[config.mk]
export PLATFORM = sky130hd
export DESIGN_NAME = trig_timebase
export DESIGN_NICKNAME = d
export VERILOG_FILES = /design/src/rtl/tbc_pkg.sv /design/src/rtl/tbc_ctrl.sv /design/src/rtl/tbc_datapath.sv /design/src/rtl/trig_timebase.sv
export SDC_FILE = /design/constraint.sdc
export NUM_CORES = 1
export LEC_CHECK = 0
export BUFFER_PORTS_ARGS = -buffer_cell sky130_fd_sc_hd__buf_4
export CORE_AREA = 2 2 82 84
export DETAILED_ROUTE_END_ITERATION = 10
export DIE_AREA = 0 0 84 86
export GPL_TIMING_DRIVEN = 0
export PLACE_DENSITY = 0.76
export SLEW_MARGIN = 5
export SYNTH_ARGS = -nofsm -noshare
export SYNTH_HDL_FRONTEND = slang
export SYNTH_HIERARCHICAL = 1
export SYNTH_SLANG_ARGS = --single-unit
[constraint.sdc]
create_clock -name clk -period 3.5 [get_ports clk]
set_input_delay 0.7 -clock clk [delete_from_list [all_inputs] [get_ports clk]]
set_output_delay 0.7 -clock clk [all_outputs]
set_load 0.05 [all_outputs]
[src/rtl/tbc_pkg.sv]
package tbc_pkg;
  // Strobes passed from the control side to the count datapath each cycle
  typedef struct packed {
    logic advance;    // step the count by one
    logic wrap;       // this step passes the modulo value
    logic reload;     // trigger-driven return to zero
    logic clear;      // counter stopped: hold at zero
    logic modDirect;  // modulo writes land immediately
  } tbcStrobes_t;
endpackage

[src/rtl/tbc_ctrl.sv]
module tbc_ctrl
  import tbc_pkg::*;
#(
  parameter int TRIG_N = 16,
  parameter int SEL_W  = 4,
  parameter int PS_W   = 3
) (
  input  logic              clk,
  input  logic              rstN,
  input  logic [1:0]        clkSel,
  input  logic              extTick,
  input  logic [PS_W-1:0]   prescale,
  input  logic [TRIG_N-1:0] trigIn,
  input  logic [SEL_W-1:0]  trigSel,
  input  logic              trigInvert,
  input  logic              startOnTrig,
  input  logic              reloadOnTrig,
  input  logic              pauseOnTrig,
  input  logic              stopOnOvf,
  input  logic              dbgMode,
  input  logic              dbgRun,
  input  logic              dozeMode,
  input  logic              dozePause,
  input  logic              atTop,
  output tbcStrobes_t       strobes,
  output logic [1:0]        clkSelRb,
  output logic              trigLevel
);
  localparam int PSC_W = (1 << PS_W) - 1;

  logic [1:0]       selActive;
  logic             enabled;
  logic             srcTick;
  logic             trigQ;
  logic             trigEdge;
  logic             started;
  logic             halted;
  logic             paused;
  logic             gate;
  logic             psHit;
  logic [PSC_W-1:0] psCnt;
  logic [PSC_W-1:0] psMask;

  // Select register: the stop takes effect one edge after the write
  always_ff @(posedge clk or negedge rstN) begin
    if (!rstN) selActive <= 2'd0;
    else       selActive <= clkSel;
  end

  assign enabled  = (selActive != 2'd0);
  assign clkSelRb = selActive;
  assign srcTick  = (selActive == 2'd1) ? 1'b1 : (enabled ? extTick : 1'b0);

  // Trigger selection, polarity correction, rising-edge detection
  assign trigLevel = trigIn[trigSel] ^ trigInvert;
  assign trigEdge  = trigLevel & ~trigQ;

  always_ff @(posedge clk or negedge rstN) begin
    if (!rstN) trigQ <= 1'b0;
    else       trigQ <= trigLevel;
  end

  // Start and halt state
  always_ff @(posedge clk or negedge rstN) begin
    if (!rstN) begin
      started <= 1'b0;
      halted  <= 1'b0;
    end else if (!enabled) begin
      started <= 1'b0;
      halted  <= 1'b0;
    end else begin
      if (trigEdge) started <= 1'b1;
      if (strobes.wrap && stopOnOvf)    halted <= 1'b1;
      else if (trigEdge && startOnTrig) halted <= 1'b0;
    end
  end

  assign paused = (pauseOnTrig & trigLevel) | (dbgMode & ~dbgRun) | (dozeMode & dozePause);
  assign gate   = srcTick & (~startOnTrig | started) & ~halted & ~paused;

  // Prescaler mask: bit i is active when i is below the exponent
  for (genvar i = 0; i < PSC_W; i++) begin : g_mask
    assign psMask[i] = (PS_W'(i) < prescale);
  end

  assign psHit = ((psCnt & psMask) == psMask);

  always_ff @(posedge clk or negedge rstN) begin
    if (!rstN)                         psCnt <= '0;
    else if (!enabled || strobes.reload) psCnt <= '0;
    else if (gate)                     psCnt <= psCnt + 1'b1;
  end

  always_comb begin
    strobes.reload    = enabled & trigEdge & reloadOnTrig;
    strobes.advance   = enabled & gate & psHit & ~strobes.reload;
    strobes.wrap      = strobes.advance & atTop;
    strobes.clear     = ~enabled;
    strobes.modDirect = ~enabled;
  end
endmodule

[src/rtl/tbc_datapath.sv]
module tbc_datapath
  import tbc_pkg::*;
#(
  parameter int CNT_W = 16
) (
  input  logic             clk,
  input  logic             rstN,
  input  tbcStrobes_t      strobes,
  input  logic [CNT_W-1:0] modulo,
  input  logic             modWrite,
  input  logic             ovfClr,
  output logic [CNT_W-1:0] count,
  output logic             atTop,
  output logic             ovfFlag,
  output logic             periodStrobe
);
  localparam logic [CNT_W-1:0] MOD_MIN = CNT_W'(1);

  logic [CNT_W-1:0] modActive;
  logic [CNT_W-1:0] modPend;
  logic             pendValid;
  logic [CNT_W-1:0] modIn;

  assign modIn = (modulo == '0) ? MOD_MIN : modulo;
  assign atTop = (count == modActive);

  always_ff @(posedge clk or negedge rstN) begin
    if (!rstN)                                   count <= '0;
    else if (strobes.clear || strobes.reload || strobes.wrap) count <= '0;
    else if (strobes.advance)                    count <= count + 1'b1;
  end

  // Modulo buffering: immediate while stopped, at the wrap while running
  always_ff @(posedge clk or negedge rstN) begin
    if (!rstN) begin
      modActive <= '1;
      modPend   <= '0;
      pendValid <= 1'b0;
    end else if (strobes.modDirect) begin
      pendValid <= 1'b0;
      if (modWrite) modActive <= modIn;
    end else begin
      if (strobes.wrap && pendValid) modActive <= modPend;
      if (modWrite) begin
        modPend   <= modIn;
        pendValid <= 1'b1;
      end else if (strobes.wrap) begin
        pendValid <= 1'b0;
      end
    end
  end

  always_ff @(posedge clk or negedge rstN) begin
    if (!rstN) begin
      ovfFlag      <= 1'b0;
      periodStrobe <= 1'b0;
    end else begin
      periodStrobe <= strobes.wrap;
      if (strobes.wrap) ovfFlag <= 1'b1;
      else if (ovfClr)  ovfFlag <= 1'b0;
    end
  end

  p_wrap_zero_r4: assert property (@(posedge clk) disable iff (!rstN)
    strobes.wrap |=> (count == '0));

  p_strobe_flag_r4: assert property (@(posedge clk) disable iff (!rstN)
    periodStrobe |-> (ovfFlag && count == '0));

  p_ovf_hold_r5: assert property (@(posedge clk) disable iff (!rstN)
    (ovfFlag && !ovfClr) |=> ovfFlag);
endmodule

[src/rtl/trig_timebase.sv]
module trig_timebase
  import tbc_pkg::*;
#(
  parameter int CNT_W  = 16,
  parameter int TRIG_N = 16,
  parameter int PS_W   = 3,
  localparam int SEL_W = $clog2(TRIG_N)
) (
  input  logic              clk,
  input  logic              rstN,
  input  logic [1:0]        clkSel,
  input  logic              extTick,
  input  logic [PS_W-1:0]   prescale,
  input  logic [CNT_W-1:0]  modulo,
  input  logic              modWrite,
  input  logic [TRIG_N-1:0] trigIn,
  input  logic [SEL_W-1:0]  trigSel,
  input  logic              trigInvert,
  input  logic              startOnTrig,
  input  logic              reloadOnTrig,
  input  logic              pauseOnTrig,
  input  logic              stopOnOvf,
  input  logic              dbgMode,
  input  logic              dbgRun,
  input  logic              dozeMode,
  input  logic              dozePause,
  input  logic              ovfClr,
  output logic [CNT_W-1:0]  count,
  output logic              ovfFlag,
  output logic              periodStrobe,
  output logic [1:0]        clkSelRb
);
  tbcStrobes_t strobes;
  logic        atTop;
  logic        trigLevel;

  tbc_ctrl #(.TRIG_N(TRIG_N), .SEL_W(SEL_W), .PS_W(PS_W)) u_ctrl (
    .clk(clk), .rstN(rstN), .clkSel(clkSel), .extTick(extTick),
    .prescale(prescale), .trigIn(trigIn), .trigSel(trigSel),
    .trigInvert(trigInvert), .startOnTrig(startOnTrig),
    .reloadOnTrig(reloadOnTrig), .pauseOnTrig(pauseOnTrig),
    .stopOnOvf(stopOnOvf), .dbgMode(dbgMode), .dbgRun(dbgRun),
    .dozeMode(dozeMode), .dozePause(dozePause), .atTop(atTop),
    .strobes(strobes), .clkSelRb(clkSelRb), .trigLevel(trigLevel)
  );

  tbc_datapath #(.CNT_W(CNT_W)) u_dp (
    .clk(clk), .rstN(rstN), .strobes(strobes), .modulo(modulo),
    .modWrite(modWrite), .ovfClr(ovfClr), .count(count), .atTop(atTop),
    .ovfFlag(ovfFlag), .periodStrobe(periodStrobe)
  );

  p_stop_clears_r2: assert property (@(posedge clk) disable iff (!rstN)
    (clkSelRb == 2'd0) |=> (count == '0));

  p_pause_hold_r10: assert property (@(posedge clk) disable iff (!rstN)
    (pauseOnTrig && trigLevel && !reloadOnTrig && clkSelRb != 2'd0) |=> $stable(count));

  p_halt_r11: assert property (@(posedge clk) disable iff (!rstN)
    (periodStrobe && stopOnOvf && $past(stopOnOvf) && !startOnTrig && !reloadOnTrig)
      |=> (count == '0));
endmodule

* Word-level counts from Yosys, hierarchy flattened
Cells that the tools add are included.
Storage, ports and cells: flip-flop bits (word level) 63, input port bits 55, word-level logic and storage cells 90
Operators by class: add/subtract/negate cells 2, mux-type cells 22, bitwise logic cells 25, order comparisons 8, eq/ne operators 7, reductions and logical operators 15
Operators with widths (count):
- $mux 16 | 6
- $add 16x1->16 const B | 1
- $eq 16x16->1 | 1
- $logic_not 16->1 | 1
- $mux 7 | 2
- $and 1x1->1 | 13
- $mux 1 | 13
- $reduce_bool 2->1 | 5
- $lt 3x3->1 const A | 3
- $add 7x1->7 const B | 1
- $and 7x7->7 | 1
- $eq 7x7->1 | 1
- $not 1->1 | 7
- $lt 1x3->1 const A | 2
- $lt 2x3->1 const A | 2
- $lt 4x5->1 const B | 1
- $bmux 1 s4 | 1
- $reduce_and 2->1 | 2
- $logic_and 1x1->1 | 3
- $logic_or 1x1->1 | 3
- $ne 3x2->1 const B | 1
- $ne 3x3->1 const B | 1
- $or 1x1->1 | 3
- $eq 2x1->1 const B | 1
- other kinds (4) | 4

* Longest topological paths before layout
Gate-level depths: netlist of run 1.
word-level depth 15, depth in mapped cells 11, depth with buffers taken out 10

* By module
The synthesis of run 1 kept the hierarchy.
By module, submodules not included:
- tbc_datapath | area each 2477.4 um2, cells each 224, times used 1
- tbc_ctrl | area each 867.1 um2, cells each 87, times used 1

* Worst setup path before layout of run 1
No wires, ideal clock.
kind in2reg, start input trigSel[1], end register u_dp.count[15], library setup time 0.077 ns, buffers on the path 1, data arrival time 3.426 ns, stages 10, slack -0.003 ns, cells stage by stage mux4_1 mux2i_1 mux2i_1 xor2_1 a221oi_1 buf_6 nand4_2 or4_4 or3_1 a21oi_1
RTL lines:
- start, declared | line trig_timebase.sv:17 | input logic [SEL_W-1:0] trigSel,
- end signal, assigned | line tbc_datapath.sv:30 | else if (strobes.advance) count <= count + 1'b1;
- end, declared | line tbc_datapath.sv:12 | output logic [CNT_W-1:0] count,

==> metrics.md, run 1 <==
| Metric | Value |
|---|---|
| Fmax | `between 200 and 300 MHz` |
| Ys async rst share | `between 90% and 100%` |
| Max-cap violations | `0` |
| Max VDD drop | `about 0.31 mV` |
| CTS tree | `yes` |
| Setup TNS | `0 ps` |
| Num ports | `75` |
| Critical Path Sink Type | `register` |
| CTS root buf | `clkbuf_8` |
| Total congestion overflow | `0` |
| Placed insts | `around 460` |
| Leak pwr | `~1.9 nW` |
| Drt initial violations | `between 150 and 200` |
| I/O Buffers | `74` |
| Multi-input gate area | `roughly 0.0017 sq mm` |
| Largest net degree at the start of global routing | `64` |
| Synth top area share | `35.2%` |
| Nets | `between 400 and 500` |
| Maximum clock path buffer count | `2` |
| P&R area growth vs syn | `27.8%` |
| Yosys cell types | `between 40 and 50` |
| Number of hold-repair buffers added at the cts stage | `0` |
| Critical path peak fanout | `6` |
| Layout Cells excl Fill | `481` |
| Biggest area consumer among synthesized cells | `dfrtp_1` |
| RR Startpoint | `u_ctrl/clkSelRb[1]$_DFF_PN0_` |
| GPL Wtd Cong | `a little over 0.8` |
| Layout cells sized above 1 | `35.6%` |
| Register bit count reported by yosys | `63` |
| PnR worst setup slack | `118 ps` |
| Vias in the first global route | `around 2700` |
| Sequential share of the synthesized area | `about 48%` |
| Setup violations, final | `0` |
| Max-slew violations | `0` |
| Clock transition at path regs | `~70 ps` |
| Slew margin rel. | `around half` |
| Vias per cell | `roughly 5.7` |
| Fin crit period | `3380 ps` |
| Via Count | `2725` |
| CTS Sinks | `63` |
| Antenna-violating nets left | `0` |
| # DRC | `0` |
| Ant. Diodes | `0` |
| Num CTS Buffers | `9` |
| Die height | `around 86 um` |
| Mapped Avg Cell Area | `10.8 sq um` |
| CP Data Arrival Time | `3640 ps` |
| Post-Synthesis Cells | `around 310` |
| Routed WL | `7570 um` |
| Worst-margin pin slew | `roughly 770 ps` |
| Area of the die | `0.00722 sq mm` |
| Initial antenna violation count | `0` |
| Worst EP required | `between 3000 and 4000 ps` |
| Die X | `84 um` |
| Min-Delay Path Class | `input port to async pin` |
| Post-synth top cells | `dfrtp_1 (47), nor2_1 (33), a21oi_1 (31)` |
| Reg2Reg Depth | `9` |
| Syn Nets | `roughly 370` |
| R2R Setup Slk | `just over 700 ps` |
| Layout fillers | `484` |
| Final hold vios | `0` |
| Final setup skew | `7.28 ps` |
| Initial DRT Pass Iterations | `4` |
| # rows | `29` |
| Register Area | `0.00160 sq mm` |
| Ys Warns | `6` |
| Core area | `between 0.006 and 0.007 sq mm` |
| Mapped cell area | `0.00334 sq mm` |
| Top cells by area, synth | `dfrtp_1 (35%), dfstp_2 (13%), mux2i_1 (6.6%)` |
| CTS H-tree depth | `3` |
| Pre-CTS setup slack | `-335 ps` |
| Worst-Skew Late Latency | `~340 ps` |
| Status | `complete, no violations` |
| WL per Instance | `about 16 um` |
| EDFF count, synth | `0` |
| Crit share post-route | `between 90 and 100%` |
| First-pass GRT wire length | `12400 um` |
| Pwr dens | `458 mW/mm^2` |
| Startpoint Class | `input port` |
| Top-count cell post-synth | `dfrtp_1` |
| Ys flop type | `dfrtp_1` |
| Final Core Density | `between 60% and 70%` |
| Initial Util | `a little over half` |
| Tot GR Track Use | `a little over a fifth` |
| Dpl hpwl | `approximately 5600 um` |
| Critical path class | `input port to register` |
| R2r endpoint | `u_dp/count[15]$_DFFE_PN0P_` |
## cell usage in the layout (no fill, tap or decap), drive strengths merged, types with 4 or more instances in the layout
| cell | synthesis | final |
|---|---|---|
| buf | 5 | 82 |
| dfrtp | 47 | 47 |
| nor2 | 33 | 33 |
| a21oi | 31 | 31 |
| mux2i | 23 | 23 |
| xnor2 | 22 | 22 |
| clkbuf | 9 | 19 |
| nand2 | 16 | 16 |
| mux2 | 16 | 16 |
| dfstp | 16 | 16 |
| o21ai | 12 | 12 |
| nand4 | 9 | 9 |
| inv | 7 | 7 |
| nor3 | 7 | 7 |
| or3 | 7 | 7 |
| nor4 | 6 | 6 |
| nand3 | 6 | 6 |
| xor2 | 5 | 5 |
| or4 | 5 | 5 |
| mux4 | 4 | 4 |
| o31ai | 4 | 4 |
## state kept, by name, summed over array words and instances, names as in the netlist
name,cells
u_ctrl/started,1
u_ctrl/clkSelRb,2
u_dp/pendValid,1
u_dp/periodStrobe,1
u_ctrl/psCnt,7
u_ctrl/trigQ,1
u_dp/modActive,16
u_dp/modPend,16
u_ctrl/halted,1
u_dp/count,16
u_dp/ovfFlag,1
## metal layers
metal  part of all wire [%]  global-route usage [%]  vias to the layer above
met5                      0                       0                        -
met4                    1.8                    9.68                        0
met3                    4.0                    4.14                       12
met2                     49                    35.4                       65
met1                     45                    28.3                     1347
li1                       -                       -                     1301
## worst max-delay path by stage
| stage | slack [ps] | endpoint | from |
|---|---|---|---|
| finish | 120 | u_dp/count[15]$_DFFE_PN0P_ | trigSel[0] |
| global route | -3 | u_dp/count[3]$_DFFE_PN0P_ | trigSel[0] |
| global placement | -250 | u_dp/count[15]$_DFFE_PN0P_ | trigSel[1] |
| CTS | 20 | u_dp/count[15]$_DFFE_PN0P_ | trigSel[0] |
| detailed placement | -340 | u_dp/count[15]$_DFFE_PN0P_ | trigSel[0] |
| floorplan | 100 | u_dp/count[15]$_DFFE_PN0P_ | trigSel[1] |
## per-stage QoR
step           power, mW  area [sq um]  hold WS, ps
2_1_floorplan       1.08          3350          404
3_3_place_gp        1.19          4000          464
3_5_place_dp        1.21          4000          481
4_1_cts             1.96          4240          458
5_1_grt             2.05          4280          452
6_report            1.96          4280          443
## report_power, final
part / internal [mW] / total [mW] / switching (mW)
Clock: 0.472 / 0.756 / 0.284
Combinational: 0.164 / 0.318 / 0.154
Sequential: 0.832 / 0.884 / 0.0523
## critical path: stages
cell      delay, ps
buf_4           110
mux4_1          590
mux2i_2         220
mux2i_1         120
xor2_1          230
a221oi_2        360
buf_6           180
nand4_4         150
or4_4           480
or3_1           360
a21oi_1         150
## area by class of cell
class                           count  area share [%]
Multi-Input combinational cell    227            38.7
Clock inverter                      6            2.55
Sequential cell                    63            37.3
Timing Repair Buffer               77            13.5
Buffer                             14            1.99
Clock buffer                       10            2.99
Tap cell                           77            2.25
Inverter                            7           0.615
## kinds of logic (layout without fill, tap and decap cells)
logic type	Yosys count	after routing	synth area share (%)
adder cells (fa/ha/maj)	2	2	0.748
multiplexers	43	43	15.5
AO/OA/AOI/OAI	56	56	9.54
XOR/XNOR	27	27	7.07
flip-flops	63	63	47.7
AND/OR/NAND/NOR	99	99	16.1
buffers and inverters	21	114	3.29
## what timing repair did
| item | 4_1_cts | 5_1_grt |
|---|---|---|
| resized for setup | 0 | 4 |
| setup endpoints to repair | 0 | 29 |
| buffers inserted | 0 | 3 |
Power figures use the tool's default switching activity.
==> run 2, diff against run 1 <==
--- a/config.mk
+++ b/config.mk
@@ -6,11 +6,11 @@
 export NUM_CORES = 1
 export LEC_CHECK = 0
 export BUFFER_PORTS_ARGS = -buffer_cell sky130_fd_sc_hd__buf_4
-export CORE_AREA = 2 2 82 84
+export CORE_AREA = 2 2 85 87
 export DETAILED_ROUTE_END_ITERATION = 10
-export DIE_AREA = 0 0 84 86
+export DIE_AREA = 0 0 87 89
 export GPL_TIMING_DRIVEN = 0
-export PLACE_DENSITY = 0.76
+export PLACE_DENSITY = 0.72
 export SLEW_MARGIN = 5
 export SYNTH_ARGS = -nofsm -noshare
 export SYNTH_HDL_FRONTEND = slang
==> metrics.md, run 2 (synthesis results as in run 1) <==
| Metric | Value |
|---|---|
| Antenna-violating nets left | `0 (unchanged)` |
| Worst-Skew Late Latency | `340 ps (about the same)` |
| Dpl hpwl | `5610 um (+0.15%)` |
| Vias in the first global route | `2673 (-0.63%)` |
| Top layer in use | `met4` |
| Final setup skew | `9.09 ps (+1.82 ps)` |
| Initial Util | `49.8% (-3.5 points)` |
| WL met2 | `3950 um (+6.7%)` |
| Setup violations, final | `0 (unchanged)` |
| CTS tree | `yes` |
| Min-Delay Path Class | `input port to async pin` |
| Crit share post-route | `98.1% (+1.4 points)` |
| Max-slew violations | `0 (unchanged)` |
| Critical path class | `input port to register` |
| Total congestion overflow | `0 (unchanged)` |
| # rows | `30 (+3.4%)` |
| Critical Path Sink Type | `register` |
| Largest net degree at the start of global routing | `64 (unchanged)` |
| # DRC | `0 (unchanged)` |
| First-pass GRT wire length | `12700 um (+2.1%)` |
| Total power | `1.79 mW (-8.4%)` |
| Area of the die | `0.00774 sq mm (+7.2%)` |
| Worst-margin pin slew | `793 ps (+18.1 ps)` |
| Maximum clock path buffer count | `2 (unchanged)` |
| Met3 routed WL | `332 um (+9.9%)` |
| RSZ-0062 raised after global routing | `true` |
| Layout cells sized above 1 | `35.7% (about the same)` |
| Initial DRT Pass Iterations | `5 (+1)` |
| CTS root buf | `clkbuf_8` |
| WL per Instance | `16.1 um (+2.5%)` |
| Drt initial violations | `144 (-11%)` |
| P&R area growth vs syn | `26.2%` |
| Nets | `454 (-0.44%)` |
| Pre-CTS setup slack | `-366 ps (-31.2 ps)` |
| Most common cell after layout, fill and taps aside | `buf_4` |
| Worst EP required | `3760 ps (about the same)` |
| Fmax | `291 MHz (-1.5%)` |
| Initial antenna violation count | `0 (unchanged)` |
| Fin crit period | `3430 ps (+50.6 ps)` |
| Num ports | `75 (unchanged)` |
| Max VDD drop | `0.269 mV (-12%)` |
| Routed WL | `7760 um (+2.5%)` |
| Tot GR Track Use | `21.2% (-0.44 points)` |
| Status | `complete, no violations` |
| Final hold vios | `0 (unchanged)` |
| Die height | `89 um (+3.5%)` |
| Core area | `0.00672 sq mm (+7.0%)` |
| Ant. Diodes | `0 (unchanged)` |
| CTS Sinks | `63 (unchanged)` |
| Most frequent cells in the layout | `buf_4 (76), dfrtp_1 (47), nor2_1 (33), a21oi_1 (31), xnor2_1 (22)` |
| Die X | `87 um (+3.6%)` |
| Num CTS Buffers | `9 (unchanged)` |
| Final Core Density | `62.8% (-5.3 points)` |
| Vias per cell | `5.67 (+0.15%)` |
| Clock transition at path regs | `70 ps (about the same)` |
| Met1 Wirelength | `3360 um (-1.9%)` |
| Max-cap violations | `0 (unchanged)` |
| Leak pwr | `1.82 nW (-1.9%)` |
| Startpoint Class | `input port` |
| CP Data Arrival Time | `3690 ps (+50 ps)` |
| Pwr dens | `425 mW/mm^2 (-7.3%)` |
| Via Count | `2729 (+0.15%)` |
| PnR worst setup slack | `67.2 ps (-50.6 ps)` |
| I/O Buffers | `74 (unchanged)` |
| GPL Wtd Cong | `0.876 (+7.5%)` |
| CTS H-tree depth | `3 (unchanged)` |
| Critical path peak fanout | `6 (unchanged)` |
| Largest regs | `u_dp/count x16, u_dp/modActive x16, u_dp/modPend x16` |
| Slew margin rel. | `47.2% (-1.2 points)` |
## run 2: area by class of cell
type	count	area [sq um]
fill	561	2500
clock inverter	4	47.5
sequential	63	1600
timing repair buffer	75	563
tap	80	100
clock buffer	11	131
buffer	14	86.3
inverter	7	26.3
multi-input combinational	227	1670
## run 2: repair_timing
item / in CTS / in global routing
pin swaps: 1 / 1
setup endpoints to repair: 2 / 28
hold buffers: 0 / 0
setup buffers: 1 / 0
gates resized for setup: 0 / 8
## run 2: metrics by stage
step	std cells	TNS (ps)	instance area [sq um]	hold slack, ps
after global placement	465	-4230	4010	463
after CTS	481	0	4190	459
after detailed placement	465	-5840	4010	472
after global routing	481	0	4220	447
final	481	0	4220	431
after floorplan	311	0	3350	404
## run 2: worst max-delay path: stages
cell and delay, ps:
buf_4 110, mux4_1 570, mux2i_2 230, mux2i_1 150, xor2_2 210, a221oi_2 370, buf_6 190, nand4_4 160
or4_4 490, or3_1 370, a21oi_1 140
## run 2: metal layers
metal,up-vias,track usage [%]
li1,1295,-
met1,1342,26.8
met2,77,35.7
met3,15,4.43
met4,0,8.81
met5,-,0
## run 2: worst paths after layout
path	start	end	slack, ps	cells after the start
min in group clk	clkSel[0]	u_ctrl/clkSelRb[0]$_DFF_PN0_	470	1
worst max register to register	u_ctrl/clkSelRb[1]$_DFF_PN0_	u_dp/count[15]$_DFFE_PN0P_	650	9
worst min register to register	u_dp/modPend[0]$_DFFE_PN0P_	u_dp/modPend[0]$_DFFE_PN0P_	480	2
worst min-delay path	rstN	u_ctrl/psCnt[6]$_DFFE_PN0P_	430	1
worst max-delay path	trigSel[1]	u_dp/count[15]$_DFFE_PN0P_	70	11
max in group asynchronous	rstN	u_dp/modPend[13]$_DFFE_PN0P_	2530	1
## run 2: where the power goes
| group | total [mW] | switching, mW | internal, mW |
|---|---|---|---|
| Clock | 0.594 | 0.271 | 0.323 |
| Combinational | 0.314 | 0.154 | 0.161 |
| Sequential | 0.884 | 0.0518 | 0.832 |
| Total | 1.79 | 0.477 | 1.32 |
